## src/rtl/tmr8_pkg.sv

```systemverilog
// Shared types and register map for the eight-bit waveform timer.
// Assumes an 8-bit register window with three address bits.
package tmr8_pkg;

    typedef enum logic [1:0] {
        MODE_NORMAL = 2'd0,
        MODE_CTC    = 2'd1,
        MODE_FAST   = 2'd2,
        MODE_PHASE  = 2'd3
    } tmr_mode_e;

    typedef enum logic [1:0] {
        ACT_OFF    = 2'd0,
        ACT_TOGGLE = 2'd1,
        ACT_CLEAR  = 2'd2,
        ACT_SET    = 2'd3
    } tmr_act_e;

    // Per-tick events produced by the count unit
    typedef struct packed {
        logic ovf;       // overflow / bottom turnaround
        logic match;     // counter equalled the active compare copy
        logic restart;   // single-slope wrap from top to zero
        logic going_up;  // count direction at the time of the tick
    } tmr_evt_t;

    localparam int          REG_AW      = 3;
    localparam logic [2:0]  RA_COUNT    = 3'd0;
    localparam logic [2:0]  RA_COMPARE  = 3'd1;
    localparam logic [2:0]  RA_CONTROL  = 3'd2;
    localparam logic [2:0]  RA_SOURCE   = 3'd3;
    localparam logic [2:0]  RA_FLAGS    = 3'd4;
    localparam logic [2:0]  RA_MASK     = 3'd5;

    localparam int          NUM_FLAGS   = 2;
    localparam int          FLAG_OVF    = 0;
    localparam int          FLAG_CMP    = 1;

    // True for the two modes whose compare copy is buffered
    function automatic logic is_pwm(input tmr_mode_e m);
        return (m == MODE_FAST) || (m == MODE_PHASE);
    endfunction

endpackage

```

## src/rtl/tmr8_clksel.sv

```systemverilog
// Clock-select stage: turns either the bus clock or the synchronised
// rising edges of a slow external clock into a one-cycle count enable,
// divided by a prescaler picked by a three-bit code (0 = stopped).
// Assumes PSC_W >= 10 and an external clock slower than clk/2.
module tmr8_clksel
    import tmr8_pkg::*;
#(
    parameter int PSC_W       = 10,
    parameter int SYNC_STAGES = 2
) (
    input  logic       clk,
    input  logic       rst_n,
    input  logic       async_sel,
    input  logic [2:0] clk_code,
    input  logic       ext_clk,
    output logic       tick_o
);

    localparam int LAST = SYNC_STAGES - 1;

    logic [SYNC_STAGES-1:0] sync_q;
    logic                   prev_q;
    logic [PSC_W-1:0]       psc_q;
    logic                   src_edge;
    logic [PSC_W-1:0]       tap;

    // Prescaler tap mask: a tick falls where the masked bits are all ones
    function automatic logic [PSC_W-1:0] tap_mask(input logic [2:0] code);
        case (code)
            3'd2:    return PSC_W'(10'd7);
            3'd3:    return PSC_W'(10'd31);
            3'd4:    return PSC_W'(10'd63);
            3'd5:    return PSC_W'(10'd127);
            3'd6:    return PSC_W'(10'd255);
            3'd7:    return PSC_W'(10'd1023);
            default: return '0;
        endcase
    endfunction

    generate
        if (SYNC_STAGES > 1) begin : g_chain
            // Shift the external clock through the synchroniser chain
            always_ff @(posedge clk) begin
                if (!rst_n) sync_q <= '0;
                else        sync_q <= {sync_q[SYNC_STAGES-2:0], ext_clk};
            end
        end else begin : g_single
            // Single-stage capture when only one stage is configured
            always_ff @(posedge clk) begin
                if (!rst_n) sync_q <= '0;
                else        sync_q <= ext_clk;
            end
        end
    endgenerate

    // Remember the last synchronised level for edge detection
    always_ff @(posedge clk) begin
        if (!rst_n) prev_q <= 1'b0;
        else        prev_q <= sync_q[LAST];
    end

    // Source edge: every bus clock, or one synchronised rising edge
    assign src_edge = async_sel ? (sync_q[LAST] & ~prev_q) : 1'b1;
    assign tap      = tap_mask(clk_code);

    // Free-running prescaler counts source edges
    always_ff @(posedge clk) begin
        if (!rst_n)        psc_q <= '0;
        else if (src_edge) psc_q <= psc_q + PSC_W'(1);
    end

    // Emit a tick when the selected prescaler bits are all ones
    assign tick_o = (clk_code != 3'd0) && src_edge && ((psc_q & tap) == tap);

    // Divide-by-8 in bus-clock mode never gives back-to-back ticks
    assert_psc_gap_R3: assert property (@(posedge clk) disable iff (!rst_n)
        (tick_o && clk_code == 3'd2 && !async_sel)
        |=> (!tick_o || clk_code != 3'd2 || async_sel));

endmodule

```

## src/rtl/tmr8_count.sv

```systemverilog
// Count unit: the counter, its direction, the double-buffered compare
// register and the per-tick event decode for all four modes.
// Assumes tick is a one-cycle enable in the clk domain.
module tmr8_count
    import tmr8_pkg::*;
#(
    parameter int CNT_W = 8
) (
    input  logic             clk,
    input  logic             rst_n,
    input  logic             tick,
    input  tmr_mode_e        mode,
    input  logic             cnt_wr,
    input  logic [CNT_W-1:0] cnt_wdata,
    input  logic             cmp_wr,
    input  logic [CNT_W-1:0] cmp_wdata,
    output logic [CNT_W-1:0] cnt_o,
    output logic [CNT_W-1:0] cmp_buf_o,
    output tmr_evt_t         evt_o
);

    localparam logic [CNT_W-1:0] TOP_V = {CNT_W{1'b1}};
    localparam logic [CNT_W-1:0] ONE   = CNT_W'(1);

    logic [CNT_W-1:0] cnt_q, cnt_d;
    logic [CNT_W-1:0] buf_q, act_q;
    logic             dir_q, dir_d;
    logic             at_top, at_bot, equal, upd;

    assign at_top = (cnt_q == TOP_V);
    assign at_bot = (cnt_q == '0);
    assign equal  = (cnt_q == act_q);

    // Next count, direction and events for the selected mode
    always_comb begin
        cnt_d         = cnt_q;
        dir_d         = (mode == MODE_PHASE) ? dir_q : 1'b1;
        upd           = 1'b0;
        evt_o.ovf     = 1'b0;
        evt_o.restart = 1'b0;
        evt_o.match   = tick && equal;
        evt_o.going_up = dir_q;
        if (tick) begin
            case (mode)
                MODE_NORMAL: begin
                    cnt_d     = cnt_q + ONE;
                    evt_o.ovf = at_top;
                end
                MODE_CTC: begin
                    cnt_d     = equal ? '0 : cnt_q + ONE;
                    evt_o.ovf = at_top && !equal;
                end
                MODE_FAST: begin
                    cnt_d         = cnt_q + ONE;
                    evt_o.ovf     = at_top;
                    evt_o.restart = at_top;
                    upd           = at_top;
                end
                default: begin
                    if (dir_q) begin
                        if (at_top) begin
                            dir_d = 1'b0;
                            cnt_d = TOP_V - ONE;
                            upd   = 1'b1;
                        end else begin
                            cnt_d = cnt_q + ONE;
                        end
                    end else begin
                        if (at_bot) begin
                            dir_d     = 1'b1;
                            cnt_d     = ONE;
                            evt_o.ovf = 1'b1;
                        end else begin
                            cnt_d = cnt_q - ONE;
                        end
                    end
                end
            endcase
        end
        if (cnt_wr) cnt_d = cnt_wdata;
    end

    // Counter and direction registers
    always_ff @(posedge clk) begin
        if (!rst_n) begin
            cnt_q <= '0;
            dir_q <= 1'b1;
        end else begin
            cnt_q <= cnt_d;
            dir_q <= dir_d;
        end
    end

    // Compare buffer: software-facing copy
    always_ff @(posedge clk) begin
        if (!rst_n)      buf_q <= '0;
        else if (cmp_wr) buf_q <= cmp_wdata;
    end

    // Active compare copy: direct in non-PWM modes, loaded at top in PWM
    always_ff @(posedge clk) begin
        if (!rst_n)              act_q <= '0;
        else if (!is_pwm(mode))  act_q <= cmp_wr ? cmp_wdata : buf_q;
        else if (upd)            act_q <= buf_q;
    end

    assign cnt_o     = cnt_q;
    assign cmp_buf_o = buf_q;

    // With no tick and no write the count holds
    assert_stop_hold_R2: assert property (@(posedge clk) disable iff (!rst_n)
        (!tick && !cnt_wr) |=> $stable(cnt_q));

    // In PWM modes the active copy only moves at the update point
    assert_dbuf_hold_R10: assert property (@(posedge clk) disable iff (!rst_n)
        (is_pwm(mode) && !upd) |=> $stable(act_q));

    // Clear-on-match reloads zero after the matching tick
    assert_ctc_clear_R7: assert property (@(posedge clk) disable iff (!rst_n)
        (mode == MODE_CTC && tick && equal && !cnt_wr) |=> (cnt_q == '0));

    // Dual-slope count turns downward at the top
    assert_phase_turn_R9: assert property (@(posedge clk) disable iff (!rst_n)
        (mode == MODE_PHASE && tick && dir_q && at_top && !cnt_wr)
        |=> (!dir_q && cnt_q == TOP_V - ONE));

endmodule

```

## src/rtl/tmr8_wave.sv

```systemverilog
// Waveform generator: keeps the output latch and applies the output
// action for the current mode on compare, wrap and match events.
// Assumes events are already qualified by the count enable.
module tmr8_wave
    import tmr8_pkg::*;
(
    input  logic      clk,
    input  logic      rst_n,
    input  tmr_mode_e mode,
    input  tmr_act_e  act,
    input  tmr_evt_t  evt,
    output logic      wave_o
);

    logic out_q, out_d, pin_en;

    // Output latch next-state per mode and action
    always_comb begin
        out_d = out_q;
        if (act == ACT_OFF) begin
            out_d = 1'b0;
        end else begin
            case (mode)
                MODE_NORMAL, MODE_CTC: begin
                    if (evt.match) begin
                        case (act)
                            ACT_TOGGLE: out_d = ~out_q;
                            ACT_CLEAR:  out_d = 1'b0;
                            default:    out_d = 1'b1;
                        endcase
                    end
                end
                MODE_FAST: begin
                    if (act == ACT_CLEAR) begin
                        if (evt.restart)    out_d = 1'b1;
                        else if (evt.match) out_d = 1'b0;
                    end else if (act == ACT_SET) begin
                        if (evt.restart)    out_d = 1'b0;
                        else if (evt.match) out_d = 1'b1;
                    end
                end
                default: begin
                    if (evt.match && act == ACT_CLEAR)
                        out_d = !evt.going_up;
                    else if (evt.match && act == ACT_SET)
                        out_d = evt.going_up;
                end
            endcase
        end
    end

    // Output latch register
    always_ff @(posedge clk) begin
        if (!rst_n) out_q <= 1'b0;
        else        out_q <= out_d;
    end

    // Toggle has no meaning in PWM modes: the pin stays low there
    assign pin_en = (act != ACT_OFF) && !(is_pwm(mode) && act == ACT_TOGGLE);
    assign wave_o = out_q && pin_en;

    // Single-slope wrap always leaves the non-inverted output high
    assert_fast_set_R8: assert property (@(posedge clk) disable iff (!rst_n)
        (mode == MODE_FAST && act == ACT_CLEAR && evt.restart) |=> out_q);

endmodule

```

## src/rtl/tmr8_wavetimer.sv

```systemverilog
// Top of the eight-bit waveform timer: register window, sticky flags
// with masks, and the clock-select, count and waveform units.
// Assumes one write per cycle and CNT_W of at least 8.
module tmr8_wavetimer
    import tmr8_pkg::*;
#(
    parameter int CNT_W       = 8,
    parameter int PSC_W       = 10,
    parameter int SYNC_STAGES = 2
) (
    input  logic              clk,
    input  logic              rst_n,
    input  logic [REG_AW-1:0] bus_addr,
    input  logic              bus_wr,
    input  logic [CNT_W-1:0]  bus_wdata,
    output logic [CNT_W-1:0]  bus_rdata,
    input  logic              tmr_clk_ext,
    input  logic              ack_ovf,
    input  logic              ack_cmp,
    output logic              irq_ovf,
    output logic              irq_cmp,
    output logic              wave_o
);

    logic [6:0]           ctrl_q;
    logic                 src_q;
    logic [NUM_FLAGS-1:0] mask_q, flag_q, evt_vec, ack_vec, w1c_vec;
    logic                 wr_cnt, wr_cmp, wr_ctrl, wr_src, wr_flags, wr_mask;
    logic                 tick;
    logic [CNT_W-1:0]     cnt_w, cmp_buf_w;
    tmr_mode_e            mode_w;
    tmr_act_e             act_w;
    tmr_evt_t             evt_w;

    assign wr_cnt   = bus_wr && (bus_addr == RA_COUNT);
    assign wr_cmp   = bus_wr && (bus_addr == RA_COMPARE);
    assign wr_ctrl  = bus_wr && (bus_addr == RA_CONTROL);
    assign wr_src   = bus_wr && (bus_addr == RA_SOURCE);
    assign wr_flags = bus_wr && (bus_addr == RA_FLAGS);
    assign wr_mask  = bus_wr && (bus_addr == RA_MASK);

    // Control, clock-source and mask registers
    always_ff @(posedge clk) begin
        if (!rst_n) begin
            ctrl_q <= '0;
            src_q  <= 1'b0;
            mask_q <= '0;
        end else begin
            if (wr_ctrl) ctrl_q <= bus_wdata[6:0];
            if (wr_src)  src_q  <= bus_wdata[0];
            if (wr_mask) mask_q <= bus_wdata[NUM_FLAGS-1:0];
        end
    end

    assign mode_w = tmr_mode_e'(ctrl_q[4:3]);
    assign act_w  = tmr_act_e'(ctrl_q[6:5]);

    tmr8_clksel #(
        .PSC_W       (PSC_W),
        .SYNC_STAGES (SYNC_STAGES)
    ) u_clksel (
        .clk       (clk),
        .rst_n     (rst_n),
        .async_sel (src_q),
        .clk_code  (ctrl_q[2:0]),
        .ext_clk   (tmr_clk_ext),
        .tick_o    (tick)
    );

    tmr8_count #(
        .CNT_W (CNT_W)
    ) u_count (
        .clk       (clk),
        .rst_n     (rst_n),
        .tick      (tick),
        .mode      (mode_w),
        .cnt_wr    (wr_cnt),
        .cnt_wdata (bus_wdata),
        .cmp_wr    (wr_cmp),
        .cmp_wdata (bus_wdata),
        .cnt_o     (cnt_w),
        .cmp_buf_o (cmp_buf_w),
        .evt_o     (evt_w)
    );

    tmr8_wave u_wave (
        .clk    (clk),
        .rst_n  (rst_n),
        .mode   (mode_w),
        .act    (act_w),
        .evt    (evt_w),
        .wave_o (wave_o)
    );

    assign evt_vec = {evt_w.match, evt_w.ovf};
    assign ack_vec = {ack_cmp, ack_ovf};
    assign w1c_vec = wr_flags ? bus_wdata[NUM_FLAGS-1:0] : '0;

    generate
        for (genvar f = 0; f < NUM_FLAGS; f++) begin : g_flag
            logic fq;
            // Sticky flag: event sets, write-one or acknowledge clears
            always_ff @(posedge clk) begin
                if (!rst_n)          fq <= 1'b0;
                else if (evt_vec[f]) fq <= 1'b1;
                else if (w1c_vec[f] || ack_vec[f]) fq <= 1'b0;
            end
            assign flag_q[f] = fq;
        end
    endgenerate

    assign irq_ovf = flag_q[FLAG_OVF] & mask_q[FLAG_OVF];
    assign irq_cmp = flag_q[FLAG_CMP] & mask_q[FLAG_CMP];

    // Register read multiplexer
    always_comb begin
        case (bus_addr)
            RA_COUNT:   bus_rdata = cnt_w;
            RA_COMPARE: bus_rdata = cmp_buf_w;
            RA_CONTROL: bus_rdata = CNT_W'(ctrl_q);
            RA_SOURCE:  bus_rdata = CNT_W'(src_q);
            RA_FLAGS:   bus_rdata = CNT_W'(flag_q);
            RA_MASK:    bus_rdata = CNT_W'(mask_q);
            default:    bus_rdata = '0;
        endcase
    end

    // An overflow event is always visible in the flag next cycle
    assert_ovf_flag_R5: assert property (@(posedge clk) disable iff (!rst_n)
        evt_w.ovf |=> flag_q[FLAG_OVF]);

    // A compare match is always visible in the flag next cycle
    assert_cmp_flag_R6: assert property (@(posedge clk) disable iff (!rst_n)
        evt_w.match |=> flag_q[FLAG_CMP]);

    // Acknowledge without a competing event clears the flag
    assert_ack_clear_R11: assert property (@(posedge clk) disable iff (!rst_n)
        (ack_ovf && !evt_w.ovf) |=> !flag_q[FLAG_OVF]);

endmodule

```

## config.mk

```make
export PLATFORM = sky130hd
export DESIGN_NAME = tmr8_wavetimer
export DESIGN_NICKNAME = d
export VERILOG_FILES = /design/src/rtl/tmr8_pkg.sv /design/src/rtl/tmr8_clksel.sv /design/src/rtl/tmr8_count.sv /design/src/rtl/tmr8_wave.sv /design/src/rtl/tmr8_wavetimer.sv
export SDC_FILE = /design/constraint.sdc
export NUM_CORES = 1
export LEC_CHECK = 0
export BUFFER_PORTS_ARGS = -buffer_cell sky130_fd_sc_hd__buf_2
export CAP_MARGIN = 20
export CORE_ASPECT_RATIO = 0.5
export CORE_UTILIZATION = 65
export DETAILED_ROUTE_END_ITERATION = 16
export GPL_ROUTABILITY_DRIVEN = 1
export GPL_TIMING_DRIVEN = 0
export PLACE_DENSITY_LB_ADDON = 0.25
export SYNTH_ARGS = -nofsm -noshare
export SYNTH_HDL_FRONTEND = slang
export SYNTH_SLANG_ARGS = --single-unit
export TNS_END_PERCENT = 5
```

## constraint.sdc

```tcl
create_clock -name clk -period 8.62 [get_ports clk]
set_input_delay 1.724 -clock clk [delete_from_list [all_inputs] [get_ports clk]]
set_output_delay 1.724 -clock clk [all_outputs]
set_load 0.01 [all_outputs]
```

Word level (Yosys, flattened, before mapping)
Index checks and enable logic that the tools add are counted.
- flip-flop bits (word level): 51
- input bits: 17
- output and inout bits: 11
- logic and storage cells: 129
- $add $sub $neg: 3
- equality and inequality tests: 25
- muxes and demuxes: 45
- bitwise gates (word level): 7
- reduce and logical (&&, ||, !) cells: 36
- operators with widths (kind ; number):
    $mux W8 ; 9
    $pmux W10 S6 ; 1
    $pmux W8 S6 ; 1
    $mux W1 ; 28
    $eq A3 B3 Y1 const B ; 6
    $pmux W8 S2 ; 1
    $logic_and A1 B1 Y1 ; 15
    $eq A3 B2 Y1 const B ; 4
    $add A10 B1 Y10 const B ; 1
    $and A10 B10 Y10 ; 1
    $eq A10 B10 Y1 ; 1
    $add A8 B1 Y8 const B ; 1
    $eq A2 B2 Y1 const B ; 4
    $eq A8 B8 Y1 ; 1
    $eq A8 B8 Y1 const B ; 1
    $logic_not A8 Y1 ; 1
    $ne A4 B3 Y1 const B ; 2
    $pmux W1 S2 ; 4
    $reduce_bool A2 Y1 ; 4
    $sub A8 B1 Y8 const B ; 1
    $reduce_or A2 Y1 ; 3
    $reduce_and A5 Y1 ; 1
    $eq A2 B1 Y1 const B ; 2
    $logic_not A2 Y1 ; 2
    other kinds (12) ; 21

Depth between registers and ports, before layout
Gate-level depths: netlist of the first run.
- word-level depth: 11
- depth in mapped cells: 12
- gate-level depth less buffers: 11

Hierarchy
From an unflattened synthesis of the first run, not the netlist that was laid out.
- cell total of the unflattened synthesis: 398
- area, all modules: 3359.5 µm²
- by module, submodules not included (module ; instances ; cells an instance ; area each (µm²) ; seq. area each (µm²)):
    tmr8_count ; 1 ; 219 ; 1770.4 ; 500.5
    tmr8_wavetimer ; 1 ; 92 ; 832.0 ; 240.2
    tmr8_clksel ; 1 ; 71 ; 639.4 ; 260.2
    tmr8_wave ; 1 ; 16 ; 117.6 ; 20.0

Least setup slack after synthesis of the first run
Ideal clock, no wire load.
- kind: input to output
- from: input bus_addr[0]
- to: output bus_rdata[0]
- data arrival time: 2.870 ns
- required time: 6.896 ns
- setup slack: 4.026 ns
- stages: 6
- buffers on the path: 2
- path through: clkbuf_1 -> buf_1 -> nand2_1 -> nor2_1 -> a21oi_1 -> o22ai_1
- longest elaborated chain between the ends: 2
- elaborated cells between the ends (all ways): 7
- classes of those cells: eq/ne (5); mux (1); reduce/logical (1)
- RTL lines (what ; line ; source):
    start: declaration ; tmr8_wavetimer.sv:13 ; input logic [REG_AW-1:0] bus_addr,
    $eq A3 B3 Y1 (tied with other cells) ; tmr8_wavetimer.sv:117 ; case (bus_addr)
    $pmux W8 S6 (*) ; tmr8_wavetimer.sv:117 ;
    end: declaration ; tmr8_wavetimer.sv:16 ; output logic [CNT_W-1:0] bus_rdata,
Every way passes the cells marked *; elsewhere a longest branch is shown, timed or not.

Worst setup path in the final report of the first run
- from: input bus_addr[0]
- to: output bus_rdata[6]
The elaborated chain is that of the path after synthesis.

==> impl_metrics.toml, run 1 <==
[clock_tree]
clock_latency_ns = 0.33
h-tree-depth = 2
cts_sinks = 51
cts_setup_buffers = 0
clockBufferDepth = 2
tritoncts = "built"
cts_root_buffer = "clkbuf_8"
clk_pin_slew_ns = 0.10
cts_made_buffers = 5
postCtsHoldBufs = 0
cts_resized = 0

[power]
p_per_area_mw_per_mm2 = 139
total_power_mw = 0.498
ir_drop_v = 0.0000975
p_leak_nw = 1.34

[setup_path]
slowest_stage = "buf_1"
required_ns = 6.90
startpoint_type = "input port"
crit_chain = "clkbuf_1 -> buf_1 -> nor2b_1 -> a21oi_1 -> nor2_1 -> buf_2"
worstSetupPathType = "input port to output port"
worst_r2r_endpoint = "u_wave.out_q"
path_buf_inv = 3
r2r-start = "ctrl_q[1]"
reg2reg_depth = 12
crit_arrival_ns = 3.40
slowest_delay_ns = 0.60
cp-end-kind = "output port"
path_max_fanout = 10
reg2reg_slack_ns = 4.84
cpLargestDelayFamily = "buffers and inverters"

[floorplanning]
dieHeight_um = 52.0
std_cell_rows = 17
dieArea_mm2 = 0.00531
num_io_pins = 28
coreArea_mm2 = 0.00459
floorplan.initialDensity_pct = 70.8
die_w_um = 102

[timing]
fin_worst_skew_ns = 0.0104
fin_crit_sh_pct = 59.4
tns_ns = 0
rsz0062_at_grt = "no"
max_freq_mhz = 195
tightestPinTransition_ns = 0.998
fin_crit_ns = 5.12
maxSlewViolCount = 0
maxSlewHeadroom_pct = 33.0
hold_violations = 0
setup_viol = 0

[finish]
layout_commonest_cell = "dfxtp_1"
n_antenna_cell = 0
finish.instance_area_mm2 = 0.00357
fin_nets = 460
final_cell_mix = "dfxtp_1 (51), a21oi_1 (34), nand2_1 (34)"
fillCellCount = 339
drive_gt1_share_pct = 10.3
final_util_pct = 77.8
syn_to_final_growth_pct = 9.97

[synth]
ys_warn_count = 0
synth_cells = 407
synth_area_per_cell_um2 = 7.99
synth_area_mm2 = 0.00325
yosysTopAreaCell = "dfxtp_1"
yosysSeqAreaShare_pct = 31.4
ys_types = 44
yosys_register_bits = 51
synthTopCellsByArea = "dfxtp_1 (31%), mux2i_1 (8.6%), a21oi_1 (5.2%), xnor2_1 (4.6%), nand2_1 (3.9%)"
synth-async-reset-ratio_pct = 0
synth-edff-count = 0
synth_ff_type = "dfxtp_1"
synth_nets = 429
synth_top_area_share_pct = 31.4

[min_path]
hold_depth = 1
holdCritStartpoint = "u_clksel.sync_q[0]"
hold_class = "flip-flop to flip-flop"
min_to = "u_clksel.sync_q[1]"

[placed_design]
place_hpwl_um = 6860
io_buffers = 24
place.gp.congestion = 0.992
placed_area_mm2 = 0.00345

[global_route]
grt_first_pass_wirelength_um = 14700
antenna_found_initial = 0
overflow = 0
grt_max_degree = 17
grt_pass1_vias = 3019
globalRouteTotalUtil_pct = 37.6

[detailed_routing]
drc = 0
wirelength_um = 9490
ant_nets = 0
drt-pass1-iter-count = 6
viasPerCell = 6.52
drtIter0Drc = 451
num_vias = 3291
post_drt_wl_per_cell_um = 18.8

[job]
maxCapViolCount = 0

[outcome]
status = "completed"
-- registers in the layout, summed over array words and instances, names as in the netlist --
register	cells
u_clksel.sync_q	2
mask_q	2
u_count.cnt_o	8
ctrl_q	7
u_clksel.prev_q	1
u_clksel.psc_q	10
g_flag.fq	2
src_q	1
u_count.act_q	8
u_count.dir_q	1
u_count.cmp_buf_o	8
u_wave.out_q	1
-- through the flow --
stage	instances	hold slack, ns	setup slack (ns)
6_report	505	0.451	3.50
3_5_place_dp	497	0.425	3.61
4_1_cts	505	0.454	3.58
3_3_place_gp	497	0.426	3.67
2_1_floorplan	407	0.412	4.03
5_1_grt	505	0.479	3.41
-- synth_stat cells, drive strengths merged (11+ instances only) --
| cell type | instances |
|---|---|
| xnor2 | 17 |
| o21ai | 18 |
| and2 | 18 |
| nand2 | 34 |
| a21boi | 11 |
| mux2i | 28 |
| dfxtp | 51 |
| nor2 | 31 |
| a21oi | 34 |
| clkbuf | 23 |
| nand3 | 20 |
| nor2b | 17 |
-- power by group --
part,switching (mW),leakage [nW],internal (mW)
Clock,0.0926,0.0618,0.0957
Sequential,0.00504,0.413,0.242
Combinational,0.0399,0.862,0.0233
Total,0.137,1.34,0.361
-- area by class of cell --
cell class | instances | area, um2 | share of cell area (%)
Multi-Input combinational cell | 318 | 2080 | 58.3
Sequential cell | 51 | 1020 | 28.6
Timing Repair Buffer | 24 | 120 | 3.36
Buffer | 29 | 111 | 3.12
Clock buffer | 6 | 82.6 | 2.31
Tap cell | 66 | 82.6 | 2.31
Clock inverter | 2 | 38.8 | 1.09
Inverter | 9 | 33.8 | 0.945
-- how the worst max path moves through the flow --
stage | start | to | slack [ns] | cells after the start
after floorplan | bus_addr[0] | bus_rdata[0] | 4.03 | 6
after global placement | bus_addr[0] | bus_rdata[6] | 3.67 | 6
after detailed placement | bus_addr[0] | bus_rdata[4] | 3.61 | 7
after CTS | bus_addr[0] | bus_rdata[6] | 3.58 | 6
after global routing | bus_addr[0] | bus_rdata[6] | 3.41 | 7
final | bus_addr[0] | bus_rdata[6] | 3.50 | 6
-- routing by layer --
metal | share of wire, % | up-vias | track usage [%]
li1 | - | 1502 | -
met1 | 42 | 1555 | 47.4
met2 | 43 | 204 | 60.3
met3 | 13 | 30 | 14.0
met4 | 2.2 | 0 | 11.0
met5 | 0 | - | 0
-- kinds of logic (layout without fill, tap and decap cells) --
logic type / after synthesis / count (layout) / synth area share (%)
AOI/OAI and AO/OA: 97 / 97 / 19.6
buffers and inverters: 38 / 70 / 4.46
adders and majority gates: 5 / 5 / 1.92
xor gates and xnor gates: 22 / 22 / 5.93
and+or+nand+nor: 158 / 158 / 24.9
muxes: 36 / 36 / 11.7
DFF: 51 / 51 / 31.4
Note: power is estimated with default switching activity, not from simulation.
==> run 2: changes to the inputs <==
- ABC_AREA: not set -> 1
- CORE_UTILIZATION: 65 -> 54
- clock period: 8.62 -> 4.3 ns (I/O delays scaled with it)
==> run 2 against run 1 <==
  * Sequential share of layout area is 0.23 points lower
  * Wire length is 6.6% lower
  * Count of clock-buffer cells in the layout is 1 lower
  * Synthesized cell count is 24% higher
  * Non-clock buffer count is 13 lower
  * Highest routed layer unchanged
  * Power is 130% higher
  * Area after synthesis is 0.50% lower
  * Via count is 3.3% higher
==> impl_metrics.toml, run 2 <==
[clock_tree]
cts_sinks = 51
cts_root_buffer = "clkbuf_16"
clk_pin_slew_ns = 0.07
h-tree-depth = 2
postCtsHoldBufs = 0
clockBufferDepth = 2
cts_made_buffers = 5
cts_resized = 0
cts_setup_buffers = 0
clock_latency_ns = 0.30
tritoncts = "built"

[power]
ir_drop_v = 0.000204
sw_frac_of_total_pct = 31.1
p_leak_nw = 1.61
seqPwrFrac_pct = 44.4
p_switching_mw = 0.354
pwr-share-comb_pct = 19.7
power.internal_mw = 0.783
p_per_area_mw_per_mm2 = 315
pwr-share-clk_pct = 35.9

[setup_path]
cp-end-kind = "output port"
slowest_stage = "nor3_1"
startpoint_type = "input port"
slowest_delay_ns = 0.41
path_max_fanout = 7
worstSetupPathType = "input port to output port"
crit_arrival_ns = 2.09
cp_common_cell = "buf_2"
reg2reg_depth = 13
crit_chain = "buf_2 -> inv_1 -> nor3_1 -> a32o_1 -> a21oi_1 -> o221ai_1 -> buf_2"
required_ns = 3.44

[floorplanning]
dieArea_mm2 = 0.00632
floorplan.initialDensity_pct = 57.4
die_w_um = 111
coreArea_mm2 = 0.00563
dieHeight_um = 56.7
std_cell_rows = 19
num_io_pins = 28

[finish]
final_cell_mix = "nand2_1 (121), inv_1 (68), nor2_1 (62)"
n_antenna_cell = 0
top_register = "u_clksel.psc_q"
stdcell_count = 610
syn_to_final_growth_pct = 11.4
layout_commonest_cell = "nand2_1"
fin_nets = 558
largest_reg_flops = 10
drive_gt1_share_pct = 12.8

[detailed_routing]
drt-pass1-iter-count = 5
drtIter0Drc = 288
post_drt_wl_per_cell_um = 14.5
viasPerCell = 5.57
wirelength_um = 8860
ant_nets = 0
num_vias = 3400
drc = 0

[synth]
yosysMostFrequentCell = "nand2_1"
yosysTopAreaCell = "dfxtp_1"
synth_ff_type = "dfxtp_1"
synthTopCellsByArea = "dfxtp_1 (32%), nand2_1 (14%), inv_1 (7.9%), nor2_1 (7.2%), a21oi_1 (5.9%)"
synth_nets = 525
synth-async-reset-ratio_pct = 0
yosys_register_bits = 51
ys_top_cells_by_count = "nand2_1 (121), inv_1 (68), nor2_1 (62), dfxtp_1 (51), a21oi_1 (38)"
synth_cells = 503
ys_warn_count = 0
ys_types = 40
synth-edff-count = 0
synth_area_mm2 = 0.00323
yosysSeqAreaShare_pct = 31.6
synth_top_area_share_pct = 31.6
synth_area_per_cell_um2 = 6.43

[timing]
maxSlewHeadroom_pct = 54.5
setup_viol = 0
fin_worst_skew_ns = 0.00733
tns_ns = 0
tightestPinTransition_ns = 0.683
fin_crit_ns = 2.95
maxSlewViolCount = 0
rsz0062_at_grt = "no"
max_freq_mhz = 339
hold_violations = 0
fin_crit_sh_pct = 68.6

[global_route]
grt_first_pass_wirelength_um = 14300
antenna_found_initial = 0
grt_max_degree = 18
globalRouteTotalUtil_pct = 29.2
overflow = 0
grt_pass1_vias = 2916

[min_path]
hold_depth = 2
hold_class = "flip-flop to flip-flop"

[job]
maxCapViolCount = 0

[outcome]
status = "completed"

[placed_design]
numPlacedInstances = 602
place.gp.congestion = 0.911
io_buffers = 26
place_hpwl_um = 6620
==> run 2: changes by cell type after synthesis, sizes merged, moves of 6 or more <==
cell    previous run  this run
mux2i             28         3
nor2              31        69
o31ai              6         0
mux2               7         0
inv                8        74
a21boi            11         0
nor2b             17         0
o21ai             18        37
xnor2             17         1
and2              18         0
clkbuf            23         4
nand2             34       124
==> run 2: final cells by class <==
type,count,area [um2]
buffer,14,81.3
clock buffer,5,125
clock inverter,3,22.5
fill,535,2030
inverter,74,278
multi-input combinational,364,1850
sequential,51,1020
tap,73,91.3
timing repair buffer,26,130
==> run 2: logic make-up after synthesis <==
| group | synth area share, % |
|---|---|
| mux | 0.928 |
| simple gates | 32.5 |
| compound gates | 19.0 |
| flops | 31.6 |
| buf+inv | 11.1 |
| fa+ha+maj | 1.93 |
| xor+xnor | 2.98 |
==> run 2: final timing paths <==
check,from,to,slack [ns]
setup / recovery,bus_addr[2],bus_rdata[1],1.35
hold / removal,u_clksel.sync_q[0],u_clksel.sync_q[1],0.41
setup reg to reg,u_count.cnt_o[0],u_wave.out_q,2.08
hold reg to reg,u_clksel.sync_q[0],u_clksel.sync_q[1],0.41
==> run 2: power groups by stage <==
stage,registers [mW],logic (mW),clock network [mW]
6_report,0.505,0.224,0.408
5_1_grt,0.507,0.248,0.436
4_1_cts,0.504,0.220,0.409
3_5_place_dp,0.515,0.217,0
3_3_place_gp,0.515,0.214,0
2_1_floorplan,0.512,0.160,0
==> run 2: worst max-delay path, delay by kind of cell <==
kind | cells | cell delay (ns)
buf+inv | 3 | 0.42
simple gates | 1 | 0.41
compound gates | 3 | 0.40
==> run 2: through the flow <==
stage / hold WS [ns] / instance area [um2] / setup slack [ns] / power [mW] / util [%]
5_1_grt: 0.444 / 3600 / 1.25 / 1.19 / 64.0
6_report: 0.415 / 3600 / 1.35 / 1.14 / 64.0
2_1_floorplan: 0.390 / 3230 / 1.87 / 0.672 / -
4_1_cts: 0.419 / 3600 / 1.36 / 1.13 / 64.0
3_5_place_dp: 0.401 / 3460 / 1.39 / 0.733 / 61.3
3_3_place_gp: 0.394 / 3460 / 1.38 / 0.729 / 61.3
==> run 2: layer usage <==
layer  global-route usage [%]  part of all wire (%)  up-vias
met2                     44.9                    41      149
met1                     40.6                    47     1539
met3                     8.32                    10       13
met4                     5.79                  0.97        0
li1                         -                     -     1699
met5                        0                     0        -
==> run 3: changes to the inputs <==
- ABC_AREA: 1 -> 0
- clock period: 4.3 -> 2.4 ns (I/O delays scaled with it)
==> run 3 against run 2 <==
  * The run now ends with DRC, setup timing left
  * Clock skew is 0.0041 ns lower
  * Wire length is 10% higher
  * Core utilization is 1.5 points higher
  * Largest power group unchanged
==> impl_metrics.toml, run 3 (synthesis results as in run 1) <==
[floorplanning]
dieHeight_um = 56.9
dieArea_mm2 = 0.00635
floorplan.initialDensity_pct = 57.7
die_w_um = 112
num_io_pins = 28
std_cell_rows = 19
coreArea_mm2 = 0.00563

[finish]
fin_nets = 461
finish.instance_area_mm2 = 0.00369
top_register = "u_clksel.psc_q"
largest_reg_flops = 10
syn_to_final_growth_pct = 13.4
layout_commonest_cell = "dfxtp_1"
final_util_pct = 65.4
drive_gt1_share_pct = 13.9
n_antenna_cell = 0
stdcell_count = 513
final_cell_mix = "dfxtp_1 (48), a21oi_1 (34), nand2_1 (33)"

[detailed_routing]
post_drt_wl_per_cell_um = 19.0
ant_nets = 0
drt-pass1-iter-count = 11
drc = 1
wirelength_um = 9750
num_vias = 3239
viasPerCell = 6.31
drtIter0Drc = 346

[job]
maxCapViolCount = 0

[min_path]
holdCritStartpoint = "tmr_clk_ext"
hold_depth = 2
min_to = "u_clksel.sync_q[0]"
hold_class = "input port to flip-flop"

[timing]
hold_violations = 0
maxSlewViolCount = 0
setup_viol = 1
maxSlewHeadroom_pct = 24.6
fin_worst_skew_ns = 0.00319
fin_crit_sh_pct = 125
max_freq_mhz = 334
tightestPinTransition_ns = 1.12
fin_crit_ns = 2.99
rsz0062_at_grt = "yes"
finalWorstSetupSlack_ns = -0.590

[setup_path]
slowest_stage = "or4bb_4"
required_ns = 2.58
slowest_delay_ns = 0.53
r2r-start = "ctrl_q[1]"
startpoint_type = "flip-flop"
worstSetupPathType = "flip-flop to flip-flop"
crit_arrival_ns = 3.17
cp-end-kind = "flip-flop"
worst_r2r_endpoint = "u_wave.out_q"
crit_chain = "nand3_1 -> a311o_1 -> a2111oi_4 -> buf_6 -> nand4b_1 -> ha_2 -> or4bb_4 -> nor3_2 -> or2_2 -> o22a_1 -> o211ai_1 -> nor3b_1"
reg2reg_slack_ns = -0.59
path_max_fanout = 7
reg2reg_depth = 12

[clock_tree]
clock_latency_ns = 0.29
postCtsHoldBufs = 0
cts_made_buffers = 5
cts_sinks = 51
cts_root_buffer = "clkbuf_16"
h-tree-depth = 2
clk_pin_slew_ns = 0.07
clockBufferDepth = 2
tritoncts = "built"

[power]
p_leak_nw = 1.39
ir_drop_v = 0.000266
p_per_area_mw_per_mm2 = 504

[global_route]
grt_pass1_vias = 3032
antenna_found_initial = 0
overflow = 0
globalRouteTotalUtil_pct = 32.3
grt_first_pass_wirelength_um = 15400
grt_max_degree = 16

[placed_design]
place_hpwl_um = 7040
place.gp.congestion = 0.958
numPlacedInstances = 504
io_buffers = 24
placed_area_mm2 = 0.00347

[outcome]
status = "complete, but fails checks"
violations = "DRC, setup timing"
==> run 3: how the worst max path moves through the flow <==
stage,from,to,slack (ns),depth (start not counted)
2_1_floorplan,ctrl_q[1],u_wave.out_q,-0.61,12
3_5_place_dp,u_clksel.psc_q[6],u_wave.out_q,-1.08,12
6_report,ctrl_q[1],u_wave.out_q,-0.59,12
4_1_cts,ctrl_q[1],u_wave.out_q,-0.59,12
3_3_place_gp,ctrl_q[1],u_wave.out_q,-1.02,12
5_1_grt,ctrl_q[1],u_wave.out_q,-0.70,12
==> run 3: metal layers <==
layer | up-vias | share of wire [%] | global-route usage, % | wire length (um)
met5 | - | 0 | 0 | 0
met4 | 0 | 1.2 | 10.2 | 116
met3 | 18 | 10 | 8.53 | 1010
met2 | 174 | 43 | 49.8 | 4230
met1 | 1536 | 45 | 43.9 | 4390
li1 | 1511 | - | - | -
==> run 3: metrics by stage <==
step                      TNS, ns  setup WS [ns]  power (mW)  hold slack (ns)
after global routing        -1.25         -0.696        1.92            0.412
after detailed placement    -3.33          -1.08        1.12            0.420
after floorplan            -0.606         -0.606        1.05            0.412
after global placement      -2.77          -1.02        1.12            0.416
after CTS                  -0.593         -0.593        1.86            0.391
final                      -0.590         -0.590        1.86            0.394
==> run 3: where the power goes <==
group	total (mW)	internal, mW	leakage, nW	switching, mW
clock network	0.740	0.418	0.0741	0.322
logic	0.232	0.0861	0.905	0.146
registers	0.886	0.867	0.415	0.0192
==> run 3: critical path: cells and delay by family, from the launching register on <==
| family | cells | cell delay [ns] |
|---|---|---|
| compound gates | 4 | 1.00 |
| fa+ha+maj | 1 | 0.21 |
| buf+inv | 1 | 0.17 |
| flops | 1 | 0.38 |
| simple gates | 6 | 1.12 |
==> run 3: what timing repair did <==
action | in CTS | in global routing
endpoints found under the setup margin | 20 | 14
buffers inserted | 2 | 0
pin swaps | 1 | 1
gates resized for setup | 11 | 12
==> run 3: final cells by class <==
type / count / area (um2)
Buffer: 28 / 119
Clock buffer: 7 / 143
Clock inverter: 1 / 8.76
Fill cell: 515 / 1950
Inverter: 9 / 33.8
Multi-Input combinational cell: 318 / 2130
Sequential cell: 51 / 1030
Tap cell: 73 / 91.3
Timing Repair Buffer: 26 / 135
